`src/rtl/sprite_raster_gen.sv`:
```
module sprite_raster_gen #(
  parameter int H_VIS = 800,
  parameter int H_FP = 40,
  parameter int H_SYNC = 128,
  parameter int H_BP = 88,
  parameter int V_VIS = 600,
  parameter int V_FP = 1,
  parameter int V_SYNC = 4,
  parameter int V_BP = 23,
  parameter int SCALE_LOG2 = 3,
  parameter int GRID_W = 100,
  parameter int GRID_H = 75,
  parameter int SPR = 12,
  parameter int SLOW_STEP = 4
) (
  input  logic       clk_i,
  input  logic       rst_ni,
  input  logic       slow_clk_i,
  input  logic       spi_sck_i,
  input  logic       spi_cs_ni,
  input  logic       spi_mosi_i,
  output logic       hsync_o,
  output logic       vsync_o,
  output logic [1:0] red_o,
  output logic [1:0] green_o,
  output logic [1:0] blue_o
);
  localparam int H_TOT = H_VIS + H_FP + H_SYNC + H_BP;
  localparam int V_TOT = V_VIS + V_FP + V_SYNC + V_BP;
  localparam int HW = $clog2(H_TOT + SLOW_STEP);
  localparam int VW = $clog2(V_TOT);
  localparam int PW = HW - SCALE_LOG2;
  localparam int ROW_BITS = 2 * SPR;
  localparam int ROW_BYTES = ROW_BITS / 8;
  localparam int BM_BYTES = ROW_BYTES * SPR;
  localparam int BIW = $clog2(BM_BYTES);

  localparam logic [HW-1:0] H_TOT_C = HW'(H_TOT);
  localparam logic [HW-1:0] H_VIS_C = HW'(H_VIS);
  localparam logic [HW-1:0] HS_B = HW'(H_VIS + H_FP);
  localparam logic [HW-1:0] HS_E = HW'(H_VIS + H_FP + H_SYNC);
  localparam logic [VW-1:0] V_LAST = VW'(V_TOT - 1);
  localparam logic [VW-1:0] V_VIS_C = VW'(V_VIS);
  localparam logic [VW-1:0] VS_B = VW'(V_VIS + V_FP);
  localparam logic [VW-1:0] VS_E = VW'(V_VIS + V_FP + V_SYNC);
  localparam logic [PW-1:0] SPR_C = PW'(SPR);
  localparam logic [PW-1:0] X_MAX_C = PW'(GRID_W - SPR);
  localparam logic [PW-1:0] Y_MAX_C = PW'(GRID_H - SPR);
  localparam logic [7:0] A_X = 8'd0;
  localparam logic [7:0] A_Y = 8'd1;
  localparam logic [7:0] A_BG = 8'd2;
  localparam logic [7:0] A_PAL = 8'd4;
  localparam logic [7:0] A_BM = 8'd8;
  localparam logic [7:0] A_BM_END = 8'(8 + BM_BYTES);

  // beam counters
  logic [HW-1:0] h, h_nxt;
  logic [VW-1:0] v, v_nxt;
  logic line_end;

  assign h_nxt = h + (slow_clk_i ? HW'(SLOW_STEP) : HW'(1));
  assign line_end = h_nxt >= H_TOT_C;
  assign v_nxt = (v == V_LAST) ? '0 : v + 1'b1;

  always_ff @(posedge clk_i or negedge rst_ni) begin
    if (!rst_ni) begin
      h <= '0;
      v <= '0;
    end else if (line_end) begin
      h <= '0;
      v <= v_nxt;
    end else begin
      h <= h_nxt;
    end
  end

  // serial configuration port, oversampled by the pixel clock
  logic [2:0] sck_s;
  logic [1:0] cs_s, mosi_s;
  logic [2:0] bit_q;
  logic [6:0] sh_q;
  logic [7:0] addr_q, byte_v;
  logic addr_ok, spi_act, spi_rise, byte_done, wr;

  assign spi_act = ~cs_s[1];
  assign spi_rise = sck_s[1] & ~sck_s[2];
  assign byte_v = {sh_q, mosi_s[1]};
  assign byte_done = spi_act & spi_rise & (bit_q == 3'd7);
  assign wr = byte_done & addr_ok;

  always_ff @(posedge clk_i or negedge rst_ni) begin
    if (!rst_ni) begin
      sck_s <= '0;
      cs_s <= '1;
      mosi_s <= '0;
      bit_q <= '0;
      sh_q <= '0;
      addr_q <= '0;
      addr_ok <= 1'b0;
    end else begin
      sck_s <= {sck_s[1:0], spi_sck_i};
      cs_s <= {cs_s[0], spi_cs_ni};
      mosi_s <= {mosi_s[0], spi_mosi_i};
      if (!spi_act) begin
        bit_q <= '0;
        addr_ok <= 1'b0;
      end else if (spi_rise) begin
        bit_q <= bit_q + 1'b1;
        sh_q <= byte_v[6:0];
        if (bit_q == 3'd7) begin
          addr_q <= addr_ok ? addr_q + 1'b1 : byte_v;
          addr_ok <= 1'b1;
        end
      end
    end
  end

  // configuration registers
  logic [PW-1:0] px, py;
  logic [1:0] bgsel;
  logic [5:0] pal [4];
  logic [7:0] bm [BM_BYTES];

  always_ff @(posedge clk_i or negedge rst_ni) begin
    if (!rst_ni) begin
      px <= '0;
      py <= '0;
      bgsel <= '0;
      pal <= '{default: '0};
      bm <= '{default: '0};
    end else if (wr) begin
      if (addr_q == A_X)
        px <= (PW'(byte_v) > X_MAX_C) ? X_MAX_C : PW'(byte_v);
      else if (addr_q == A_Y)
        py <= (PW'(byte_v) > Y_MAX_C) ? Y_MAX_C : PW'(byte_v);
      else if (addr_q == A_BG)
        bgsel <= byte_v[1:0];
      else if (addr_q >= A_PAL && addr_q < A_PAL + 8'd4)
        pal[addr_q[1:0]] <= byte_v[5:0];
      else if (addr_q >= A_BM && addr_q < A_BM_END)
        bm[BIW'(addr_q - A_BM)] <= byte_v;
    end
  end

  // sprite row fetch and shift register
  logic [PW-1:0] lx, ly, ly_n, row_idx, ax, ay;
  logic [ROW_BITS-1:0] sr, row_word;
  logic row_hit, in_cols, in_rows, pix_end, shift_en;

  assign lx = h[HW-1:SCALE_LOG2];
  assign ly = PW'(v >> SCALE_LOG2);
  assign ly_n = PW'(v_nxt >> SCALE_LOG2);
  assign row_hit = (ly_n >= py) && (ly_n < py + SPR_C);
  assign row_idx = ly_n - py;

  always_comb begin
    row_word = '0;
    if (row_hit)
      for (int k = 0; k < ROW_BYTES; k++)
        row_word[8*k +: 8] = bm[BIW'(row_idx * ROW_BYTES + k)];
  end

  assign in_cols = (lx >= ax) && (lx < ax + SPR_C);
  assign in_rows = (ly >= ay) && (ly < ay + SPR_C);
  assign pix_end = h_nxt[HW-1:SCALE_LOG2] != lx;
  assign shift_en = in_cols & pix_end & ~line_end;

  always_ff @(posedge clk_i or negedge rst_ni) begin
    if (!rst_ni) begin
      ax <= '0;
      ay <= '0;
      sr <= '0;
    end else if (line_end) begin
      ax <= px;
      ay <= py;
      sr <= row_word;
    end else if (shift_en) begin
      sr <= sr >> 2;
    end
  end

  // color selection
  logic [1:0] code;
  logic bg_on, visible;
  logic [5:0] col;

  assign code = (in_cols && in_rows) ? sr[1:0] : 2'd0;

  always_comb begin
    case (bgsel)
      2'd0: bg_on = 1'b1;
      2'd1: bg_on = lx[0] ^ ly[0];
      2'd2: bg_on = ly[0];
      default: bg_on = lx[0];
    endcase
  end

  assign col = (code != 2'd0) ? pal[code] : (bg_on ? pal[0] : 6'd0);
  assign visible = (h < H_VIS_C) && (v < V_VIS_C);
  assign {red_o, green_o, blue_o} = visible ? col : 6'd0;
  assign hsync_o = (h >= HS_B) && (h < HS_E);
  assign vsync_o = (v >= VS_B) && (v < VS_E);
endmodule

```
`config.mk`:
```
export PLATFORM = sky130hd
export DESIGN_NAME = sprite_raster_gen
export DESIGN_NICKNAME = d
export VERILOG_FILES = /design/src/rtl/sprite_raster_gen.sv
export SDC_FILE = /design/constraint.sdc
export NUM_CORES = 1
export LEC_CHECK = 0
export BUFFER_PORTS_ARGS = -buffer_cell sky130_fd_sc_hd__buf_2
export CORE_ASPECT_RATIO = 1.1
export CORE_MARGIN = 2
export CORE_UTILIZATION = 50
export CTS_CLUSTER_SIZE = 28
export DETAILED_ROUTE_END_ITERATION = 12
export GPL_TIMING_DRIVEN = 0
export MAX_ROUTING_LAYER = met4
export PLACE_DENSITY = 0.65
export SLEW_MARGIN = 20
export SYNTH_ARGS = -nofsm -noshare
export SYNTH_HDL_FRONTEND = slang
export SYNTH_SLANG_ARGS = --single-unit
```
`constraint.sdc`:
```
create_clock -name clk_i -period 12.08 [get_ports clk_i]
set_clock_uncertainty 0.05 [all_clocks]
set_input_delay 0 -clock clk_i [delete_from_list [all_inputs] [get_ports clk_i]]
set_output_delay 0 -clock clk_i [all_outputs]
set_load 0.005 [all_outputs]
```
# Word level (Yosys, flattened, before mapping)
# Cells that the tools add are included.
[op_classes]
addsub = 11
n_mul = 1
div_mod_pow = 0
magnitude_cmp = 27
eq_ne = 7
n_shift = 0
n_mux = 37
bitwise_logic = 20
n_reduce_logical = 25
[ops]
columns = ["cell", "count"]
rows = [
  ["$bwmux W288", 1],
  ["$bmux W8 S6", 3],
  ["$mux W8", 10],
  ["$mux W24", 3],
  ["$demux W8 S6", 1],
  ["$mux W6", 6],
  ["$ge A7 B7 Y1 const B", 4],
  ["$not A6 Y7", 4],
  ["$add A8 B4 Y8 const B", 3],
  ["$bwmux W24", 1],
  ["$lt A11 B10 Y1 const B", 2],
  ["$lt A10 B10 Y1 const B", 2],
  ["$ge A7 B8 Y1", 2],
  ["$lt A7 B8 Y1", 2],
  ["$bmux W6 S2", 1],
  ["$demux W6 S2", 1],
  ["$add A11 B3 Y11", 1],
  ["$ge A11 B10 Y1 const B", 1],
  ["$ge A11 B11 Y1 const B", 1],
  ["$logic_and A1 B1 Y1", 11],
  ["$mux W11", 1],
  ["$add A10 B1 Y10 const B", 1],
  ["$eq A10 B10 Y1 const B", 1],
  ["$ge A10 B10 Y1 const B", 1],
  ["other kinds (41)", 64],
]
[totals]
regBits = 417
latch_bits = 0
ram_bits = 0
romBits = 0
inputBits = 6
word_cells = 183
memories = 0

# Depth between registers and ports, before layout
[depth]
word_depth = 11
depth_mapped = 24

# Worst setup path before layout
# OpenSTA, ideal clock, no wires.
[synth_path]
path_type = "register -> register"
start = "register v[7]"
end = "register sr[17]"
setup_ns = 0.082
arrival_ns = 5.375
required_time_ns = 11.948
slack_ns = 6.574
path_stages_with_launch = 24
path_buffers = 5
synth_period_minus_slack_ns = 5.506
path_cell_list = "dfrtp_1 > nor2_1 > nand3_1 > nor4_1 > nor2_1 > inv_1 > fa_1 > clkbuf_1 > nor2_1 > clkbuf_1 > nor2_1 > ha_1 > ha_1 > clkbuf_1 > xnor2_1 > o211ai_1 > nand2_1 > buf_2 > clkbuf_1 > o221ai_1 > a22o_1 > nor4_1 > o211ai_1 > a31oi_1"
[synth_via]
elab_chain_len = 11
elab_cells_between_ends = 15
classes_between = "3 x add/sub; 1 x mul; 2 x order compare; 1 x eq/ne; 6 x mux; 1 x bitwise; 1 x reduce/logical"
[synth_rtl]
columns = ["item", "line_no", "source"]
rows = [
  ["from (decl)", "58", "logic [VW-1:0] v, v_nxt;"],
  ["from (signal assigned)", "71", "v <= v_nxt;"],
  ["$eq A10 B10 Y1 (*)", "63", "assign v_nxt = (v == V_LAST) ? '0 : v + 1'b1;"],
  ["$mux W10 (*)", "63", ""],
  ["net v_nxt[4]", "58", ""],
  ["$sub A7 B8 Y8", "154", "assign row_idx = ly_n - py;"],
  ["$mul A8 B2 Y6", "160", "row_word[8*k +: 8] = bm[BIW'(row_idx * ROW_BYTES + k)];"],
  ["$add A6 B2 Y6", "160", ""],
  ["$not A6 Y7 (not written as such)", "160", ""],
  ["$bmux W8 S6", "160", ""],
  ["$mux W8 (not written as such) (2 in a row)", "160", ""],
  ["$mux W24 (*)", "158", "if (row_hit)"],
  ["$mux W24 (*)", "173", "end else if (line_end) begin"],
  ["to (signal assigned)", "176", "sr <= row_word;"],
  ["to (signal assigned)", "178", "sr <= sr >> 2;"],
  ["to (decl)", "147", "logic [ROW_BITS-1:0] sr, row_word;"],
]
# Mark *: on every way through the listed nets, which the timed path passes. The rest lies on a longest branch. The select of a mux whose other input is x is not followed.
# A chain may end at the register's enable or synchronous reset.

# Final worst setup path
[layout_path]
start = "register v[7]"
end = "register sr[19]"
# Same word-level chain as after synthesis.

==> out/metrics.yaml <==
status:
  outcome: "finished, final reports clean"
timing:
  slew_headroom_pct: 17.8
  fin_setup_tns_ps: 0
  worstMarginPinSlew_ps: 1230
  finalCriticalPeriod_ps: 9100
  maxSlewViolCount: 0
  fmax_mhz: 110
  worst_slack_ps: 2980
  hold_viol_final: 0
  finalCritPeriodShare_pct: 75.3
  rsz0062_at_grt: "false"
  setup_viol: 0
placement:
  place_congestion: 1.04
  preCtsSetupSlack_ps: 3410
  portBuffers: 13
  placed_cells: 3095
  hpwl_microns: 75200
clocking:
  htreeDepth: 2
  clk_pin_slew_ps: 60
  cts.sinks: 417
  cts-root-buf: "clkbuf_16"
  worstSkewPairLatency_ps: 630
  post-cts-setup-buffer-count: 0
  numCtsBuffers: 48
  cts_tree: "built"
  clock_path_buffers: 3
critical_path:
  worst_path_max_delay_cell: "nor4_1"
  path_max_fanout: 10
  required_ps: 12570
  crit_arrival_ps: 9590
  path_class: "register to register"
  ff2ff_path_depth: 23
  endpoint_kind: "register"
  max_stage_delay_ps: 860
  timing.critical_path.cells: "nor2_1 > nand3_1 > nor4_1 > nor2_1 > inv_1 > fa_1 > clkbuf_1 > nor2_1 > clkbuf_1 > nor2_1 > ha_1 > ha_1 > clkbuf_1 > xnor2_1 > o211ai_1 > nand2_1 > buf_2 > clkbuf_1 > o221ai_1 > a22o_1 > nor4_1 > o211ai_1 > a31oi_1"
  cp-start-kind: "register"
routing:
  vias_per_cell: 7.03
  wl_per_cell_microns: 31.9
  ant_nets: 0
  vias: 22450
  route.detailed.drc: 0
  first_pass_iters: 7
  routed_wl_microns: 102000
  first_iter_violations: 2842
layout:
  layout.nets: 2549
  register_area_sq_um: 10400
  fin_cells: 3195
  post-route-util_pct: 56.3
  multi_input_area_sq_um: 15300
  drive_gt1_share_pct: 25.8
  syn_to_final_growth_pct: 11.2
  fill_cells: 4492
global_routing:
  grt_pass1_wl_microns: 147000
  grt_overflow_total: 0
  grt_pass1_vias: 21708
  antenna_found_initial: 2
  grt_usage_pct: 38.2
  grt_max_degree: 91
synth:
  synth-async-reset-ratio_pct: 100
  yosys.area_share.adder_pct: 2.99
  syn_area_sq_um: 26600
  muxShareOfSynthArea_pct: 30.2
  synth_seq_cells: 417
  syn_nets: 2466
  yosys_most_used_dff: "dfrtp_1"
  synth_cell_types: 77
  yosysWarnings: 0
  synthCells: 2397
  synth_top_family_by_area: "multiplexers"
  synth_simple_gate_area_share_pct: 10.5
  synth_compound_area_share_pct: 11.8
  synth_xor_xnor_area_share_pct: 1.78
  ys_seq_area_share_pct: 39.3
  synth_edf_count: 0
  syn_area_per_cell_sq_um: 11.1
power_and_ir_drop:
  vdd_ir_drop_max_v: 0.000103
  p_leak_uw: 0.0128
  powerDensity_nw_per_um2: 114
floorplanning:
  core_area_sq_um: 52500
  dieArea_sq_um: 55000
  start_util_pct: 50.6
  die_x_microns: 224
  die_y_microns: 246
  num_rows: 88
  pin_count: 14
run:
  maxCapViolCount: 0
worst_hold_path:
  hp-class: "register to register"
  hold_path_depth: 0
[logic make-up after synthesis]
group | count (synthesis)
simple gates | 613
mux | 542
compound gates | 475
flops | 417
buf+inv | 237
fa+ha+maj | 63
xor+xnor | 50
[report_power, final]
group	internal [uW]	switching [uW]	leakage (uW)	total, uW
Sequential	1420	23.5	0.00574	1440
Clock	918	657	0.000822	1580
Combinational	81.0	270	0.00620	351
Total	2420	951	0.0128	3370
[worst max-delay path: cells and delay by family (launching register included)]
kind,cells,cell delay (ps)
adder cells (fa/ha/maj),3,1140
flip-flops,1,480
AND/OR/NAND/NOR,8,2890
XOR/XNOR,1,460
AO/OA/AOI/OAI,5,1750
buffers and inverters,6,2270
[cells in the mapped netlist (5+ instances only)]
| library cell | instances | area [sq um] |
|---|---|---|
| mux2i_1 | 53 | 531 |
| inv_1 | 50 | 188 |
| o22ai_1 | 7 | 43.8 |
| nand2_1 | 283 | 1060 |
| nor4_2 | 5 | 62.6 |
| nor4_1 | 18 | 113 |
| nand4_1 | 8 | 50.1 |
| xnor2_1 | 32 | 280 |
| mux2_2 | 313 | 3520 |
| a221oi_1 | 37 | 324 |
| and3_1 | 15 | 93.8 |
| ha_1 | 62 | 776 |
| mux4_2 | 176 | 3960 |
| nand2b_1 | 14 | 87.6 |
| o21ai_0 | 167 | 836 |
| and2_1 | 7 | 43.8 |
| buf_2 | 19 | 95.1 |
| o32ai_1 | 8 | 70.1 |
| xor2_1 | 14 | 123 |
| a21oi_1 | 78 | 390 |
| nand3_1 | 46 | 230 |
| nor3_1 | 50 | 250 |
| clkbuf_1 | 133 | 499 |
| o22a_1 | 8 | 70.1 |
| o221ai_1 | 34 | 298 |
| a22o_1 | 32 | 280 |
| nor2b_1 | 21 | 131 |
| a2111oi_0 | 10 | 87.6 |
| a21o_1 | 9 | 67.6 |
| nor2_1 | 117 | 439 |
| o211ai_1 | 10 | 75.1 |
| a211oi_1 | 21 | 158 |
| buf_1 | 32 | 120 |
| dfrtp_1 | 415 | 10400 |
| a31oi_1 | 13 | 81.3 |
[routing by layer]
metal | wire length, microns | global-route usage (%) | vias to the layer above
met2 | 46100 | 58.5 | 1412
met5 | 0 | - | -
met1 | 38300 | 46.8 | 11458
met4 | 7280 | 22.3 | 0
met3 | 10100 | 8.41 | 362
li1 | - | - | 9218
[flip-flops by register name, summed over array words and instances, names as in the netlist, 3 cells and up]
signal and cells:
ay 8, sr 24, bit_q 3, addr_q 8, h 11, sck_s 3
px 8, v 10, bm 288, py 8, sh_q 7, pal 24
ax 8
[cells in the final DEF, fill, tap and decap left out, drive strengths merged, types with 13 or more instances in the layout]
| cell | instances |
|---|---|
| dfrtp | 415 |
| clkinv | 14 |
| and3 | 16 |
| o21ai | 168 |
| mux2i | 53 |
| mux2 | 313 |
| nand3 | 46 |
| inv | 55 |
| nand2b | 14 |
| nor2 | 117 |
| nand2 | 283 |
| mux4 | 176 |
| clkbuf | 196 |
| a211oi | 21 |
| nor4 | 23 |
| ha | 62 |
| a22o | 32 |
| a21oi | 78 |
| o221ai | 34 |
| nor2b | 21 |
| xor2 | 17 |
| buf | 76 |
| a221oi | 37 |
| a31oi | 13 |
| nor3 | 51 |
| xnor2 | 32 |
[area by class of cell]
type                       count  share of cell area (%)
multi-input combinational   1743                    51.7
sequential                   417                    35.3
clock buffer                  63                    4.52
tap                          675                    2.86
buffer                       185                    2.46
timing repair buffer          33                    1.27
clock inverter                26                    1.20
inverter                      52                   0.660
antenna                        1                 0.00846
[metrics by stage]
step                instance area [sq um]  total power, uW  hold WS, ps
floorplan                           26600             1630         -346
global placement                    27500             1790         55.6
detailed placement                  27800             1810         -126
CTS                                 29600             3370          274
global route                        29600             3450          313
finish                              29600             3370          303
[timing repair]
item / in CTS / in global routing
endpoints found under the setup margin: 0 / 0
hold buffers: 10 / 0
resized for setup: 0 / 0
endpoints found under the hold margin: 188 / 0
[worst paths after layout]
path,endpoint,from,slack [ps]
max in group asynchronous,bm[232]$_DFFE_PN0P_,rst_ni,10290
max reg2reg,sr[19]$_DFFE_PN0P_,v[7]$_DFFE_PN0N_,2980
min reg2reg,mosi_s[1]$_DFF_PN0_,mosi_s[0]$_DFF_PN0_,300
min,mosi_s[1]$_DFF_PN0_,mosi_s[0]$_DFF_PN0_,300
max,sr[19]$_DFFE_PN0P_,v[7]$_DFFE_PN0N_,2980
min in group asynchronous,pal[23]$_DFFE_PN0P_,rst_ni,450
(Power assumes the default switching activity.)
